[config.mk]
export PLATFORM = sky130hd
export DESIGN_NAME = mc_seq_ctrl
export DESIGN_NICKNAME = d
export VERILOG_FILES = /design/src/rtl/seqctl_pkg.sv /design/src/rtl/seq_op_classify.sv /design/src/rtl/seq_next_state.sv /design/src/rtl/seq_state_reg.sv /design/src/rtl/seq_ctl_decode.sv /design/src/rtl/mc_seq_ctrl.sv
export SDC_FILE = /design/constraint.sdc
export NUM_CORES = 1
export LEC_CHECK = 0
export ABC_CLOCK_PERIOD_IN_PS = 1600
export BUFFER_PORTS_ARGS = -buffer_cell sky130_fd_sc_hd__buf_2
export CAP_MARGIN = 15
export CORE_AREA = 5 5 42 44
export DETAILED_ROUTE_END_ITERATION = 7
export DIE_AREA = 0 0 47 49
export PLACE_DENSITY_LB_ADDON = 0.2
export SYNTH_ARGS = -nofsm -noshare
export SYNTH_HDL_FRONTEND = slang
export SYNTH_SLANG_ARGS = --single-unit
[constraint.sdc]
create_clock -name clk -period 1.6 [get_ports clk]
set_input_delay 0 -clock clk [delete_from_list [all_inputs] [get_ports clk]]
set_output_delay 0 -clock clk [all_outputs]
set_load 0.1 [all_outputs]
[src/rtl/seqctl_pkg.sv]
package seqctl_pkg;

  typedef enum logic [3:0] {
    ST_FETCH  = 4'd0,
    ST_DECODE = 4'd1,
    ST_ADDR   = 4'd2,
    ST_MEMRD  = 4'd3,
    ST_LDWB   = 4'd4,
    ST_MEMWR  = 4'd5,
    ST_EXEC   = 4'd6,
    ST_RWB    = 4'd7,
    ST_BRANCH = 4'd8
  } seq_state_e;

  localparam int NUM_STATES = 9;

  typedef enum logic [2:0] {
    PATH_NONE   = 3'd0,
    PATH_ALU    = 3'd1,
    PATH_LOAD   = 3'd2,
    PATH_STORE  = 3'd3,
    PATH_BRANCH = 3'd4
  } path_e;

  // operand B sources
  localparam logic [1:0] BSRC_REG    = 2'b00;
  localparam logic [1:0] BSRC_FOUR   = 2'b01;
  localparam logic [1:0] BSRC_IMM    = 2'b10;
  localparam logic [1:0] BSRC_IMM_SH = 2'b11;

  // ALU operation classes
  localparam logic [1:0] AOP_ADD   = 2'b00;
  localparam logic [1:0] AOP_SUB   = 2'b01;
  localparam logic [1:0] AOP_FUNCT = 2'b10;

  localparam logic ASRC_PC     = 1'b0;
  localparam logic ASRC_REGA   = 1'b1;
  localparam logic ADDR_PC     = 1'b0;
  localparam logic ADDR_ALUOUT = 1'b1;
  localparam logic DST_RT      = 1'b0;
  localparam logic DST_RD      = 1'b1;
  localparam logic PCSEL_ALU   = 1'b0;
  localparam logic PCSEL_HELD  = 1'b1;

  typedef struct packed {
    logic       pc_wr;
    logic       pc_wr_cond;
    logic       addr_sel;
    logic       mem_rd;
    logic       mem_wr;
    logic       ir_wr;
    logic       wb_from_mem;
    logic       dst_sel;
    logic       reg_wr;
    logic       alu_a_sel;
    logic [1:0] alu_b_sel;
    logic [1:0] alu_op;
    logic       pc_src;
  } ctl_word_t;

  function automatic ctl_word_t ctl_idle();
    ctl_word_t w;
    w = '0;
    return w;
  endfunction

  // total cycles an instruction spends, fetch and decode included
  function automatic int unsigned path_cycles(path_e p);
    case (p)
      PATH_ALU:    return 4;
      PATH_LOAD:   return 5;
      PATH_STORE:  return 4;
      PATH_BRANCH: return 3;
      default:     return 2;
    endcase
  endfunction

  // first state after decode for a given path
  function automatic seq_state_e path_entry(path_e p);
    case (p)
      PATH_ALU:    return ST_EXEC;
      PATH_LOAD:   return ST_ADDR;
      PATH_STORE:  return ST_ADDR;
      PATH_BRANCH: return ST_BRANCH;
      default:     return ST_FETCH;
    endcase
  endfunction

  function automatic logic is_path_last(seq_state_e s);
    return (s == ST_RWB) || (s == ST_LDWB) || (s == ST_MEMWR) || (s == ST_BRANCH);
  endfunction

endpackage

[src/rtl/seq_op_classify.sv]
module seq_op_classify
  import seqctl_pkg::*;
#(
  parameter int          OPW       = 6,
  parameter logic [5:0]  OP_ALU    = 6'b000000,
  parameter logic [5:0]  OP_LOAD   = 6'b100011,
  parameter logic [5:0]  OP_STORE  = 6'b101011,
  parameter logic [5:0]  OP_BRANCH = 6'b000100
) (
  input  logic [OPW-1:0] opcode,
  output path_e          path
);
  localparam int NCODES = 4;
  localparam logic [NCODES*OPW-1:0] CODES =
    {OP_BRANCH[OPW-1:0], OP_STORE[OPW-1:0], OP_LOAD[OPW-1:0], OP_ALU[OPW-1:0]};

  logic [NCODES-1:0] hit;

  for (genvar k = 0; k < NCODES; k++) begin : g_match
    assign hit[k] = (opcode == CODES[k*OPW +: OPW]);
  end

  always_comb begin
    path = PATH_NONE;
    if (hit[0])      path = PATH_ALU;
    else if (hit[1]) path = PATH_LOAD;
    else if (hit[2]) path = PATH_STORE;
    else if (hit[3]) path = PATH_BRANCH;
  end
endmodule

[src/rtl/seq_next_state.sv]
module seq_next_state
  import seqctl_pkg::*;
(
  input  seq_state_e cur,
  input  path_e      path,
  output seq_state_e nxt,
  output logic       last_cycle
);
  always_comb begin
    nxt = ST_FETCH;
    case (cur)
      ST_FETCH:  nxt = ST_DECODE;
      ST_DECODE: nxt = path_entry(path);
      ST_ADDR:   nxt = (path == PATH_STORE) ? ST_MEMWR : ST_MEMRD;
      ST_MEMRD:  nxt = ST_LDWB;
      ST_EXEC:   nxt = ST_RWB;
      default:   nxt = ST_FETCH;
    endcase
  end

  assign last_cycle = is_path_last(cur) || ((cur == ST_DECODE) && (path == PATH_NONE));
endmodule

[src/rtl/seq_state_reg.sv]
module seq_state_reg
  import seqctl_pkg::*;
#(
  parameter bit ONEHOT = 1'b0
) (
  input  logic       clk,
  input  logic       rst,
  input  seq_state_e nxt,
  output seq_state_e cur
);
  if (ONEHOT) begin : g_onehot
    logic [NUM_STATES-1:0] oh_q, oh_d;

    always_comb begin
      for (int i = 0; i < NUM_STATES; i++) begin
        oh_d[i] = (nxt == seq_state_e'(4'(i)));
      end
    end

    always_ff @(posedge clk) begin
      if (rst) begin
        oh_q <= '0;
        oh_q[0] <= 1'b1;
      end else begin
        oh_q <= oh_d;
      end
    end

    always_comb begin
      cur = ST_FETCH;
      for (int i = 0; i < NUM_STATES; i++) begin
        if (oh_q[i]) cur = seq_state_e'(4'(i));
      end
    end
  end else begin : g_binary
    seq_state_e st_q;

    always_ff @(posedge clk) begin
      if (rst) st_q <= ST_FETCH;
      else     st_q <= nxt;
    end

    assign cur = st_q;
  end
endmodule

[src/rtl/seq_ctl_decode.sv]
module seq_ctl_decode
  import seqctl_pkg::*;
(
  input  logic       rst,
  input  seq_state_e cur,
  output ctl_word_t  ctl
);
  ctl_word_t w;

  always_comb begin
    w = ctl_idle();
    case (cur)
      ST_FETCH: begin
        w.mem_rd    = 1'b1;
        w.ir_wr     = 1'b1;
        w.addr_sel  = ADDR_PC;
        w.alu_a_sel = ASRC_PC;
        w.alu_b_sel = BSRC_FOUR;
        w.alu_op    = AOP_ADD;
        w.pc_src    = PCSEL_ALU;
        w.pc_wr     = 1'b1;
      end
      ST_DECODE: begin
        w.alu_a_sel = ASRC_PC;
        w.alu_b_sel = BSRC_IMM_SH;
        w.alu_op    = AOP_ADD;
      end
      ST_ADDR: begin
        w.alu_a_sel = ASRC_REGA;
        w.alu_b_sel = BSRC_IMM;
        w.alu_op    = AOP_ADD;
      end
      ST_MEMRD: begin
        w.mem_rd   = 1'b1;
        w.addr_sel = ADDR_ALUOUT;
      end
      ST_LDWB: begin
        w.reg_wr      = 1'b1;
        w.wb_from_mem = 1'b1;
        w.dst_sel     = DST_RT;
      end
      ST_MEMWR: begin
        w.mem_wr   = 1'b1;
        w.addr_sel = ADDR_ALUOUT;
      end
      ST_EXEC: begin
        w.alu_a_sel = ASRC_REGA;
        w.alu_b_sel = BSRC_REG;
        w.alu_op    = AOP_FUNCT;
      end
      ST_RWB: begin
        w.reg_wr      = 1'b1;
        w.wb_from_mem = 1'b0;
        w.dst_sel     = DST_RD;
      end
      ST_BRANCH: begin
        w.alu_a_sel  = ASRC_REGA;
        w.alu_b_sel  = BSRC_REG;
        w.alu_op     = AOP_SUB;
        w.pc_wr_cond = 1'b1;
        w.pc_src     = PCSEL_HELD;
      end
      default: w = ctl_idle();
    endcase
  end

  // outputs stay deasserted for as long as reset is held
  assign ctl = rst ? ctl_idle() : w;
endmodule

[src/rtl/mc_seq_ctrl.sv]
module mc_seq_ctrl
  import seqctl_pkg::*;
#(
  parameter int         OPW       = 6,
  parameter logic [5:0] OP_ALU    = 6'b000000,
  parameter logic [5:0] OP_LOAD   = 6'b100011,
  parameter logic [5:0] OP_STORE  = 6'b101011,
  parameter logic [5:0] OP_BRANCH = 6'b000100,
  parameter bit         ONEHOT    = 1'b0
) (
  input  logic           clk,
  input  logic           rst,
  input  logic [OPW-1:0] opcode,
  output logic           pc_wr,
  output logic           pc_wr_cond,
  output logic           addr_sel,
  output logic           mem_rd,
  output logic           mem_wr,
  output logic           ir_wr,
  output logic           wb_from_mem,
  output logic           dst_sel,
  output logic           reg_wr,
  output logic           alu_a_sel,
  output logic [1:0]     alu_b_sel,
  output logic [1:0]     alu_op,
  output logic           pc_src
);
  seq_state_e cur_st;
  seq_state_e nxt_st;
  path_e      dec_path;
  ctl_word_t  ctl_w;

  // named internal events
  logic at_fetch;
  logic at_decode;
  logic path_end;

  seq_op_classify #(
    .OPW(OPW), .OP_ALU(OP_ALU), .OP_LOAD(OP_LOAD),
    .OP_STORE(OP_STORE), .OP_BRANCH(OP_BRANCH)
  ) u_cls (
    .opcode(opcode),
    .path  (dec_path)
  );

  seq_next_state u_nxt (
    .cur       (cur_st),
    .path      (dec_path),
    .nxt       (nxt_st),
    .last_cycle(path_end)
  );

  seq_state_reg #(.ONEHOT(ONEHOT)) u_st (
    .clk(clk),
    .rst(rst),
    .nxt(nxt_st),
    .cur(cur_st)
  );

  seq_ctl_decode u_dec (
    .rst(rst),
    .cur(cur_st),
    .ctl(ctl_w)
  );

  assign at_fetch  = (cur_st == ST_FETCH);
  assign at_decode = (cur_st == ST_DECODE);

  assign pc_wr       = ctl_w.pc_wr;
  assign pc_wr_cond  = ctl_w.pc_wr_cond;
  assign addr_sel    = ctl_w.addr_sel;
  assign mem_rd      = ctl_w.mem_rd;
  assign mem_wr      = ctl_w.mem_wr;
  assign ir_wr       = ctl_w.ir_wr;
  assign wb_from_mem = ctl_w.wb_from_mem;
  assign dst_sel     = ctl_w.dst_sel;
  assign reg_wr      = ctl_w.reg_wr;
  assign alu_a_sel   = ctl_w.alu_a_sel;
  assign alu_b_sel   = ctl_w.alu_b_sel;
  assign alu_op      = ctl_w.alu_op;
  assign pc_src      = ctl_w.pc_src;
endmodule

# Yosys cells after proc, flatten, opt, wreduce, memory -nomap -nowiden

Cells that the tools add are included.

Equal/unequal tests: 15
Muxes and demuxes: 15
Reduce and logical (&&, ||, !) cells: 5

Operators with widths:

| operator                                                               | number |
|---|---|
| 5-bit one-hot mux with 5 select lines                                  | 1 |
| 4-bit one-hot mux with 5 select lines                                  | 1 |
| 4-bit by 3-bit equality test with 1-bit output (second input constant) | 4 |
| 15-bit two-way mux                                                     | 1 |
| 3-bit two-way mux                                                      | 5 |
| 6-bit equality test (second input constant)                            | 2 |
| 4-bit one-hot mux with 3 select lines                                  | 1 |
| 4-bit by 2-bit equality test with 1-bit output (second input constant) | 2 |
| 3-bit by 2-bit equality test with 1-bit output (second input constant) | 2 |
| 6-bit by 3-bit equality test with 1-bit output (second input constant) | 1 |
| 6-bit zero test                                                        | 1 |
| 3-bit one-hot mux with 2 select lines                                  | 1 |
| 2-bit OR reduction                                                     | 3 |
| 1-bit two-way mux                                                      | 5 |
| 4-bit by 1-bit equality test with 1-bit output (second input constant) | 1 |
| 4-bit equality test (second input constant)                            | 1 |
| 4-bit zero test                                                        | 1 |
| 3-bit by 1-bit equality test with 1-bit output (second input constant) | 1 |
| 3-bit equality test (second input constant)                            | 1 |

Register bits after elaboration: 4
Input bits: 8
Word-level logic and storage cells: 36

# Logic depth before layout (Yosys ltp)

Depth in word-level cells: 9
Depth in mapped cells: 5
Gate-level depth less buffers: 4

# Modules after synthesis

A second synthesis with hierarchy kept.

Cells, all modules: 59
Area, all modules: 464.2 µm²

By module, submodules not included:

| module          | instances | cells each | area each (µm²) |
|---|---|---|---|
| seq_ctl_decode  | 1         | 25         | 166.4 |
| seq_next_state  | 1         | 20         | 150.1 |
| seq_state_reg   | 1         | 8          | 105.1 |
| seq_op_classify | 1         | 6          | 42.5 |

# Worst setup path after synthesis

Ideal clock, no wire load.

Path kind: reg-to-output
Start: register u_st.g_binary.st_q[3] (netlist: u_st.cur[3])
End: output port pc_wr
Arrival time: 3338 ps
Data required time: 1600 ps
Setup slack: -1738 ps
Cell stages (with the launch flop): 5
Buffers on the path: 1
Cell sequence: dfxtp_1 > nor2_1 > nand2_1 > nor3_1 > buf_4

Longest elaborated chain between the ends: 3

RTL lines:

| item                     | RTL line             | RTL |
|---|---|---|
| start: declaration       | seq_state_reg.sv:36  | `seq_state_e st_q;` |
| start signal: assignment | seq_state_reg.sv:40  | `else st_q <= nxt;` |
| 4-bit zero test          | seq_ctl_decode.sv:12 | `case (cur)` |
| 1-bit two-way mux        | seq_ctl_decode.sv:12 |  |
| 15-bit two-way mux       | seq_ctl_decode.sv:68 | `assign ctl = rst ? ctl_idle() : w;` |
| end: declaration         | mc_seq_ctrl.sv:14    | `output logic pc_wr,` |

Every way passes these cells.

# Final worst setup path

Start: register u_st.g_binary.st_q[1] (netlist: u_st.cur[1])
End: output port alu_a_sel

Longest elaborated chain between the ends: 3
Elaborated cells between the ends (all ways): 7
Those cells by class: 4 x eq/ne; 2 x mux; 1 x reduce/logical

RTL lines:

| item                                              | RTL line             | RTL |
|---|---|---|
| 4-bit equality test, or another cell as far along | seq_ctl_decode.sv:12 |  |
| 5-bit one-hot mux with 5 select lines *           | seq_ctl_decode.sv:12 |  |
| 15-bit two-way mux *                              | seq_ctl_decode.sv:68 |  |
| end: declaration                                  | mc_seq_ctrl.sv:23    | `output logic alu_a_sel,` |

Every way passes the cells marked *; elsewhere a longest branch is shown, timed or not.

==> summary.md <==
| Metric | Value |
|---|---|
| Setup bufs post-CTS | 0 |
| Via count | approximately 470 |
| Worst Skew | 0.00744 ns |
| Clock transition at path regs | 0.04 ns |
| Pre-CTS setup slack | between 0.2 and 0.25 ns |
| Total power | between 0.4 and 0.5 mW |
| Final Max Slew Viols | 0 |
| Max-cap viol count | 0 |
| Synth warn | 0 |
| Mapped Cells | 51 |
| Gpl congestion | 0.833 |
| Tcrit/Tclk final | 92.9% |
| Hold WC Path Type | in2reg |
| GRT Overall Usage | 11.3% |
| Synthesis-stage register bit count | 4 |
| Core Region | roughly 0.0014 mm2 |
| Final core occ | 56.7% |
| Root Buffer | clkbuf_4 |
| Top Ports | 23 |
| Post-Syn Area per Cell | 6.80 um2 |
| Seq. cell area | 80.1 um2 |
| Post-Syn Area | roughly 350 um2 |
| Initial DRT Pass Iterations | 5 |
| Total gr overflow | 0 |
| Hold WS | roughly 0.024 ns |
| Fillers | 123 |
| Final hold viol count | 0 |
| Leak | ~0.32 nW |
| Non-Filler Instances | 90 |
| DRC Markers | 0 |
| Final instance area | 795 um2 |
| Placed instance count | just under 90 |
| Required time of the critical path | around 1.6 ns |
| RSZ-0062 raised after global routing | no |
| TritonCTS buffer count | 3 |
| DR vias/cell | ~5.3 |
| Post-synth EDFFs | 0 |
| Routed wire length | 1090 um |
| Die W | ~47 um |
| Hold Buf Count CTS | 0 |
| Setup Crit Path Kind | reg2out |
| FP Rows | 14 |
| WHS Path Cells | 3 |
| Global-route wire length before repair | between 1500 and 2000 um |
| H-tree level count | 1 |
| Peak VDD IR | between 0.3 and 0.4 mV |
| DP Area | approximately 760 um2 |
| Final net count | 84 |
| Worst flop-to-flop path startpoint | u_st.cur[1]$_SDFF_PP0_ |
| Final setup violation count | 0 |
| CP Capture Type | output pin |
| Skew-Pair Late Insertion Delay | 0.24 ns |
| Sum Neg Setup Slack | 0 ns |
| Setup ws final | 0.114 ns |
| CP Launch Point | u_st.cur[1]$_SDFF_PP0_ |
| Fin crit period | 1.49 ns |
| CTS tree | built |
| Hpwl dp | 891 um |
| Cells on worst reg2reg path | 4 |
| Status | finished, final reports clean |
| Worst setup SP type | register |
| Max transition margin | 78.4% |
| Routed wire per std cell | 12.1 um |
| Max clock buf depth | 2 |
| CTS Sinks | 4 |
| CP Max Fanout | 8 |
| Buffers on Ports | 22 |
| DRT antenna net count | 0 |
| Sequential area share after synthesis | between 20% and 30% |
| Vias in the first global route | about 440 |
| Ant diodes | 0 |
| Ratio of cells with drive above 1 in the final layout | 55.4% |
| Die Y | around 50 um |
| Fmax | approximately 670 MHz |
| Pwr dens | between 500 and 600 mW/mm2 |
| Fraction of registers with async set/reset | 0% |
| Hold path startpoint | opcode[2] |
| Die Area | ~0.0023 mm2 |
| Synth Flop Type | dfxtp_1 |
| Area delta synth->final | 129% |
| Syn nets | between 50 and 60 |
| Initial antenna violation count | 0 |
| Worst-Margin Slew | about 0.32 ns |
| Max reg flops | 4 |
| Initial drt markers | 9 |
| Post-synth cell types | 26 |
| Largest net degree at the start of global routing | 10 |
| Initial Util | 24.7% |
| Multi-input logic area | a little over 300 um2 |
| Crit path arrival time | 1.49 ns |
-- Yosys cell counts, types with 2 or more instances --
library cell	n	area (um2)
a21oi_1	2	10.0
and2_1	2	12.5
buf_4	2	15.0
clkbuf_1	2	7.51
dfxtp_1	4	80.1
inv_1	3	11.3
nand2_1	3	11.3
nand2b_1	2	12.5
nor2_1	8	30.0
nor3_1	4	20.0
nor3b_1	2	15.0
or3_1	2	12.5
or4_1	2	15.0
-- power by group --
part / switching (mW) / internal, mW / total, mW
sequential: 0.00430 / 0.103 / 0.107
combinational: 0.108 / 0.0601 / 0.168
clock: 0.0434 / 0.0840 / 0.127
-- layout make-up --
class,count,area share (%)
timing repair buffer,25,45.0
multi-input combinational,39,38.1
sequential,4,10.1
clock buffer,3,2.83
tap,16,2.52
inverter,3,1.42
-- cell usage in the layout, fill, tap and decap left out, drive strengths merged --
master / n
o211ai: 1
and3: 1
nand2b: 2
a31oi: 1
and2: 2
buf: 25
xor2: 1
or3: 2
inv: 3
nor3b: 2
nand4b: 1
nand2: 3
nand3b: 1
nor2: 8
or4: 2
a21boi: 1
clkbuf: 3
and4: 1
o21ai: 1
or2: 1
nor4: 1
a21oi: 2
o32a: 1
dfxtp: 4
nor3: 4
-- routing by layer --
| layer | track usage [%] | share of wire (%) |
|---|---|---|
| met1 | 10.7 | 34 |
| met2 | 17.4 | 52 |
| met3 | 5.54 | 11 |
| met4 | 8.76 | 2.3 |
| met5 | 0 | 0 |
-- critical path: stages (launching register included) --
cell and delay (ns):
dfxtp_1 0.37, nor4_1 0.34, and2_4 0.24, or2_4 0.13
buf_12 0.16
-- kinds of logic after synthesis --
kind of cell / count (synthesis) / share of synthesized area (%)
buf+inv: 8 / 11.2
xor+xnor: 1 / 2.53
simple gates: 31 / 49.8
compound gates: 7 / 13.4
flops: 4 / 23.1
-- timing repair --
action,4_1_cts,5_1_grt
endpoints found under the setup margin,4,3
resized for setup,2,3
hold endpoints to repair,0,0
pin swaps,0,1
-- path summary, 6_finish.rpt --
path | to | slack [ns]
max | alu_a_sel | 0.11
min | u_st.cur[3]$_SDFF_PP0_ | 0.02
max reg2reg | u_st.cur[1]$_SDFF_PP0_ | 0.20
min reg2reg | u_st.cur[2]$_SDFF_PP0_ | 0.61
(Power assumes the default switching activity.)
